### config.mk
export PLATFORM = sky130hd
export DESIGN_NAME = ddr_init_seq
export DESIGN_NICKNAME = d
export VERILOG_FILES = /design/src/rtl/ddr_init_pkg.sv /design/src/rtl/ddr_init_step_rom.sv /design/src/rtl/ddr_init_wait_timer.sv /design/src/rtl/ddr_init_ctrl.sv /design/src/rtl/ddr_init_seq.sv
export SDC_FILE = /design/constraint.sdc
export NUM_CORES = 1
export LEC_CHECK = 0
export BUFFER_PORTS_ARGS = -buffer_cell sky130_fd_sc_hd__buf_2
export CORE_UTILIZATION = 35
export CTS_CLUSTER_SIZE = 25
export DETAILED_ROUTE_END_ITERATION = 8
export SLEW_MARGIN = 20
export SYNTH_ARGS = -nofsm -noshare
export SYNTH_HDL_FRONTEND = slang
export SYNTH_HIERARCHICAL = 1
export SYNTH_SLANG_ARGS = --single-unit
### constraint.sdc
create_clock -name clk -period 3.91 [get_ports clk]
set_input_delay 0.782 -clock clk [delete_from_list [all_inputs] [get_ports clk]]
set_output_delay 0.782 -clock clk [all_outputs]
set_load 0.03 [all_outputs]
### src/rtl/ddr_init_pkg.sv
package ddr_init_pkg;

  // Command pins packed as {cs_n, ras_n, cas_n, we_n}
  typedef logic [3:0] cmd_t;
  localparam cmd_t CMD_NOP = 4'b1111;
  localparam cmd_t CMD_PRE = 4'b0010;
  localparam cmd_t CMD_MRS = 4'b0000;
  localparam cmd_t CMD_REF = 4'b0001;

  typedef enum logic [1:0] {ST_IDLE, ST_ISSUE, ST_WAIT, ST_DONE} state_t;

  localparam int NSTEPS = 8;

  typedef enum logic [2:0] {
    SP_CKE, SP_PRE1, SP_EMR, SP_MR_DLL, SP_PRE2, SP_REF1, SP_REF2, SP_MR_RUN
  } step_t;

endpackage

### src/rtl/ddr_init_step_rom.sv
module ddr_init_step_rom
  import ddr_init_pkg::*;
#(
  parameter int ADDR_W      = 13,
  parameter int BANK_W      = 2,
  parameter int CW          = 10,
  parameter int DELAY_SCALE = 1,
  parameter int T_CKE       = 2,
  parameter int T_PRE       = 1,
  parameter int T_EMR       = 1,
  parameter int T_MR        = 200,
  parameter int T_REF       = 4,
  parameter logic [ADDR_W-1:0] PRE_ALL_WORD = 13'h0400,
  parameter logic [ADDR_W-1:0] MR_DLL_WORD  = 13'h0132,
  parameter logic [ADDR_W-1:0] MR_RUN_WORD  = 13'h0032
) (
  input  step_t             step,
  output cmd_t              cmd,
  output logic [ADDR_W-1:0] addr,
  output logic [BANK_W-1:0] bank,
  output logic [CW-1:0]     wait_cyc
);

  function automatic int units_of(int s);
    case (s)
      0:       return T_CKE;
      1, 4:    return T_PRE;
      2:       return T_EMR;
      3, 7:    return T_MR;
      5, 6:    return T_REF;
      default: return 0;
    endcase
  endfunction

  function automatic cmd_t cmd_of(int s);
    case (s)
      1, 4:    return CMD_PRE;
      2, 3, 7: return CMD_MRS;
      5, 6:    return CMD_REF;
      default: return CMD_NOP;
    endcase
  endfunction

  function automatic logic [ADDR_W-1:0] addr_of(int s);
    case (s)
      1, 4:    return PRE_ALL_WORD;
      3:       return MR_DLL_WORD;
      7:       return MR_RUN_WORD;
      default: return '0;
    endcase
  endfunction

  logic [CW-1:0]     wait_tab [NSTEPS];
  cmd_t              cmd_tab  [NSTEPS];
  logic [ADDR_W-1:0] addr_tab [NSTEPS];
  logic [BANK_W-1:0] bank_tab [NSTEPS];

  for (genvar g = 0; g < NSTEPS; g++) begin : g_tab
    assign wait_tab[g] = CW'(units_of(g) * DELAY_SCALE);
    assign cmd_tab[g]  = cmd_of(g);
    assign addr_tab[g] = addr_of(g);
    assign bank_tab[g] = (g == 2) ? BANK_W'(1) : '0;
  end

  assign cmd      = cmd_tab[step];
  assign addr     = addr_tab[step];
  assign bank     = bank_tab[step];
  assign wait_cyc = wait_tab[step];

endmodule

### src/rtl/ddr_init_wait_timer.sv
module ddr_init_wait_timer #(
  parameter int CW = 10
) (
  input  logic          clk,
  input  logic          rst_n,
  input  logic          load,
  input  logic [CW-1:0] load_val,
  output logic          last
);

  logic [CW-1:0] count;

  always_ff @(posedge clk or negedge rst_n) begin
    if (!rst_n)              count <= '0;
    else if (load)           count <= load_val;
    else if (count != '0)    count <= count - 1'b1;
  end

  assign last = (count == CW'(1));

  // a running wait counts down by exactly one each cycle
  a_r7_timer_step: assert property (@(posedge clk) disable iff (!rst_n)
    (!load && count != '0) |=> (count == $past(count) - 1'b1));

endmodule

### src/rtl/ddr_init_ctrl.sv
module ddr_init_ctrl
  import ddr_init_pkg::*;
(
  input  logic   clk,
  input  logic   rst_n,
  input  logic   start,
  input  logic   wait_zero,
  input  logic   timer_last,
  output state_t state,
  output step_t  step,
  output logic   timer_load
);

  state_t state_d;
  step_t  step_d;
  logic   final_step;

  assign final_step = (step == SP_MR_RUN);

  always_comb begin
    state_d = state;
    step_d  = step;
    case (state)
      ST_IDLE: if (start) begin
        state_d = ST_ISSUE;
        step_d  = SP_CKE;
      end
      ST_ISSUE: begin
        if (!wait_zero)      state_d = ST_WAIT;
        else if (final_step) state_d = ST_DONE;
        else                 step_d  = step_t'(step + 3'd1);
      end
      ST_WAIT: if (timer_last) begin
        if (final_step) state_d = ST_DONE;
        else begin
          state_d = ST_ISSUE;
          step_d  = step_t'(step + 3'd1);
        end
      end
      default: state_d = ST_DONE;
    endcase
  end

  always_ff @(posedge clk or negedge rst_n) begin
    if (!rst_n) begin
      state <= ST_IDLE;
      step  <= SP_CKE;
    end else begin
      state <= state_d;
      step  <= step_d;
    end
  end

  assign timer_load = (state == ST_ISSUE) && !wait_zero;

  // once left, idle is never re-entered without reset
  a_r9_no_restart: assert property (@(posedge clk) disable iff (!rst_n)
    (state != ST_IDLE) |=> (state != ST_IDLE));

  // steps advance by one at a time, never skipping
  a_r4_step_order: assert property (@(posedge clk) disable iff (!rst_n)
    (state == ST_ISSUE && $past(state) != ST_IDLE) |-> (step == step_t'($past(step) + 3'd1)));

  // completion is sticky
  a_r8_done_sticky: assert property (@(posedge clk) disable iff (!rst_n)
    (state == ST_DONE) |=> (state == ST_DONE));

endmodule

### src/rtl/ddr_init_seq.sv
module ddr_init_seq
  import ddr_init_pkg::*;
#(
  parameter int ADDR_W      = 13,
  parameter int BANK_W      = 2,
  parameter int DELAY_SCALE = 1,
  parameter int T_CKE       = 2,
  parameter int T_PRE       = 1,
  parameter int T_EMR       = 1,
  parameter int T_MR        = 200,
  parameter int T_REF       = 4
) (
  input  logic              clk,
  input  logic              rst_n,
  input  logic              start,
  output logic              cke,
  output logic              cs_n,
  output logic              ras_n,
  output logic              cas_n,
  output logic              we_n,
  output logic [ADDR_W-1:0] addr,
  output logic [BANK_W-1:0] bank,
  output logic              done
);

  localparam int MAX_A     = (T_CKE > T_PRE) ? T_CKE : T_PRE;
  localparam int MAX_B     = (T_EMR > T_MR)  ? T_EMR : T_MR;
  localparam int MAX_C     = (MAX_A > MAX_B) ? MAX_A : MAX_B;
  localparam int MAX_UNITS = (MAX_C > T_REF) ? MAX_C : T_REF;
  localparam int CW        = $clog2(MAX_UNITS * DELAY_SCALE + 1) + 1;

  state_t            state;
  step_t             step;
  cmd_t              rom_cmd;
  logic [ADDR_W-1:0] rom_addr;
  logic [BANK_W-1:0] rom_bank;
  logic [CW-1:0]     wait_cyc;
  logic              timer_load;
  logic              timer_last;
  logic              issuing;
  cmd_t              pins;

  ddr_init_step_rom #(
    .ADDR_W(ADDR_W), .BANK_W(BANK_W), .CW(CW), .DELAY_SCALE(DELAY_SCALE),
    .T_CKE(T_CKE), .T_PRE(T_PRE), .T_EMR(T_EMR), .T_MR(T_MR), .T_REF(T_REF)
  ) u_rom (
    .step(step), .cmd(rom_cmd), .addr(rom_addr), .bank(rom_bank), .wait_cyc(wait_cyc)
  );

  ddr_init_wait_timer #(.CW(CW)) u_timer (
    .clk(clk), .rst_n(rst_n), .load(timer_load), .load_val(wait_cyc), .last(timer_last)
  );

  ddr_init_ctrl u_ctrl (
    .clk(clk), .rst_n(rst_n), .start(start), .wait_zero(wait_cyc == '0),
    .timer_last(timer_last), .state(state), .step(step), .timer_load(timer_load)
  );

  assign issuing = (state == ST_ISSUE);
  assign pins    = issuing ? rom_cmd : CMD_NOP;
  assign {cs_n, ras_n, cas_n, we_n} = pins;
  assign addr    = issuing ? rom_addr : '0;
  assign bank    = issuing ? rom_bank : '0;
  assign cke     = (state != ST_IDLE);
  assign done    = (state == ST_DONE);

  // a command lasts one cycle and is followed by NOP
  a_r6_single_cmd: assert property (@(posedge clk) disable iff (!rst_n)
    !cs_n |=> ({cs_n, ras_n, cas_n, we_n} == CMD_NOP));

  // non-zero bank only on a mode register load
  a_r5_bank_emr_only: assert property (@(posedge clk) disable iff (!rst_n)
    (bank != '0) |-> ({cs_n, ras_n, cas_n, we_n} == CMD_MRS));

  // every command in the series asserts the row strobe
  a_r3_ras_in_cmd: assert property (@(posedge clk) disable iff (!rst_n)
    !cs_n |-> !ras_n);

  // after completion the pins stay quiet with clock enable high
  a_r8_done_quiet: assert property (@(posedge clk) disable iff (!rst_n)
    done |-> (cs_n && cke && done));

  // clock enable low implies deselect
  a_r1_idle_deselect: assert property (@(posedge clk) disable iff (!rst_n)
    !cke |-> (cs_n && !done && addr == '0));

endmodule

==> qor.csv <==
metric;value;unit
dieArea;0.00436;mm^2
nFillCells;398;
yosysSeqAreaShare;24.4;%
critPathRequiredTime;4.08;ns
place_ws;0.878;ns
cap_violations;0;
crit_chain;inv_1, ha_1, and2_4, or4_4, nor4_2, nor2b_4, or4_4, o211ai_1;
period_share;78.3;%
outcome;finished, final reports clean;
ys_warn_count;6;
place_inst;217;
nets;190;
synth_area_leader_cell;dfrtp_1;
cts_made_buffers;3;
grt_use_met3;3.45;%
cts_resized;0;
grt_max_degree;27;
hp-class;in2async;
critPathCaptureType;register;
setup_tns;0;ns
root_buffer;clkbuf_8;
final_area;0.00149;mm^2
synth_area_leaders;dfrtp_1 (24%), ha_1 (11%), buf_4 (9.9%);
area_growth;3.75;%
diodes;0;
synth_top_cell_area_share;24.4;%
finalSetupViolations;0;
fin_cells;221;
cts_num_sinks;14;
synth_ff_type;dfrtp_1;
grt_first_pass_wirelength;4390;um
critPathLaunchType;register;
ir_drop;123;uV
critPathBufInv;1;
fin_util;39.2;%
post-route-min-period;3.06;ns
max_stage_delay;0.57;ns
cp.depth;8;
wl_per_cell;12.1;um
drive_above_1_share;17.9;%
htree_levels;1;
slew_headroom;63.0;%
p_per_area;200;mW/mm^2
cts_tree;yes;
hold_ws;0.424;ns
grt_pass1_vias;954;
synth.avg_cell_area;8.48;um^2
synth-xor-area-share;0.611;%
drt_iter0_markers;63;
vias;1124;
synth-async-reset-ratio;100;%
hold_viol_final;0;
postCtsSetupRepairBufs;0;
clock_skew;0.00294;ns
antenna_found_initial;0;
grtUsageMet1;17.3;%
maxSlewViolCount;0;
multiInputGateArea;903;um^2
post-dp-hpwl;1980;um
tightest_slew;0.550;ns
arrival;3.23;ns
synthCells;169;
worst_path_dominant_cell_family;simple AND/OR/NAND/NOR gates;
clkSlewWorstSetupHoldPaths;0.06;ns
first_pass_iters;4;
row_count;22;
hold_buffers;0;
synthAdderAreaFrac;11.3;%
syn-cell-area;0.00143;mm^2
worst_slack;0.848;ns
start_util;37.7;%
p_leak;0.649;nW
finalWeightedCongestion;0.806;
max_freq;327;MHz
synth_edf_count;0;
layout_common_cells;and2_1 (16), buf_2 (14), dfrtp_1 (14), inv_1 (13), ha_1 (13);
io_buffers;14;
overflow;0;
die_x;66.0;um
core_area;0.00380;mm^2
critPathKind;reg2reg;
drc;0;
synth_cell_types;42;
dpl_cell_area;0.00143;mm^2
clock_path_buffers;2;
use_met2;19.6;%
ioPinCount;24;
yosys-mux-area-fraction;0.785;%
via_per_inst;5.09;
crit_top_cell;or4_4;
routed_wirelength;2670;um
ys_ff_latch;14;
die_h;66.0;um
rsz0062_at_grt;no;
worstRegToRegCells;8;
crit_fanout;26;
regArea;350;um^2
synth-compound-area-share;16.7;%
synth_top_family_by_area;simple AND/OR/NAND/NOR gates;
crit_slowest_cell;or4_4;
layout_commonest_cell;and2_1;
synth-simple-area-share;30.5;%
grt_usage;13.2;%
finalPower;0.297;mW
antenna_left;0;
top_usage_layer;met2;
clock_latency;0.25;ns
[kinds of logic (layout without fill, tap and decap cells)]
family / Yosys count / count (layout)
flip-flops: 14 / 14
adder cells (fa/ha/maj): 13 / 13
other: 1 / 12
buffers and inverters: 38 / 31
AND/OR/NAND/NOR: 69 / 69
multiplexers: 1 / 1
XOR/XNOR: 1 / 1
AO/OA/AOI/OAI: 32 / 32
[flip-flops by register name, summed over array words and instances (netlist names)]
signal and count:
u_ctrl/state 2, u_ctrl/step 3, u_timer/count 9
[layout make-up]
cell class,count,area share [%]
clock buffers,4,3.70
inverters,13,3.28
multi-input cells,128,60.7
flip-flops and latches,14,23.5
well taps,48,4.04
repair buffers,14,4.71
[metal layers]
| layer | vias up | share of wire [%] |
|---|---|---|
| met3 | 7 | 4.3 |
| met4 | 0 | 2.1 |
| met1 | 508 | 50 |
| met2 | 31 | 43 |
| li1 | 578 | - |
| met5 | - | 0 |
[final timing paths]
| kind | start | to | slack, ns |
|---|---|---|---|
| setup / recovery | u_ctrl/step[0] | u_ctrl/step[1] | 0.85 |
| hold / removal | rst_n | u_timer/count[5] | 0.42 |
| setup reg to reg | u_ctrl/step[0] | u_ctrl/step[1] | 0.85 |
| hold reg to reg | u_timer/count[6] | u_timer/count[6] | 0.61 |
| max in group asynchronous | rst_n | u_timer/count[8] | 3.23 |
| min in group clk | u_timer/count[6] | u_timer/count[6] | 0.61 |
[synthesized netlist by cell type, types with 3 or more instances]
library cell and number:
a21oi_1 4, and2_1 16, buf_4 19, clkbuf_1 5, dfrtp_1 14, ha_1 13
inv_1 13, nand2_1 7, nand2b_1 5, nand3_1 6, nor2_1 3, nor2b_1 4
nor3_1 6, nor4_1 3, o211ai_1 4, o21ai_0 4, o31ai_1 6, o41ai_1 4
or4_1 3
[where the power goes]
part | leakage (nW) | switching [mW] | internal, mW
registers | 0.150 | 0 | 0.145
logic | 0.471 | 0.00475 | 0.000913
clock network | 0.0288 | 0.0570 | 0.0894
total | 0.649 | 0.0617 | 0.235
(Power assumes the default switching activity.)
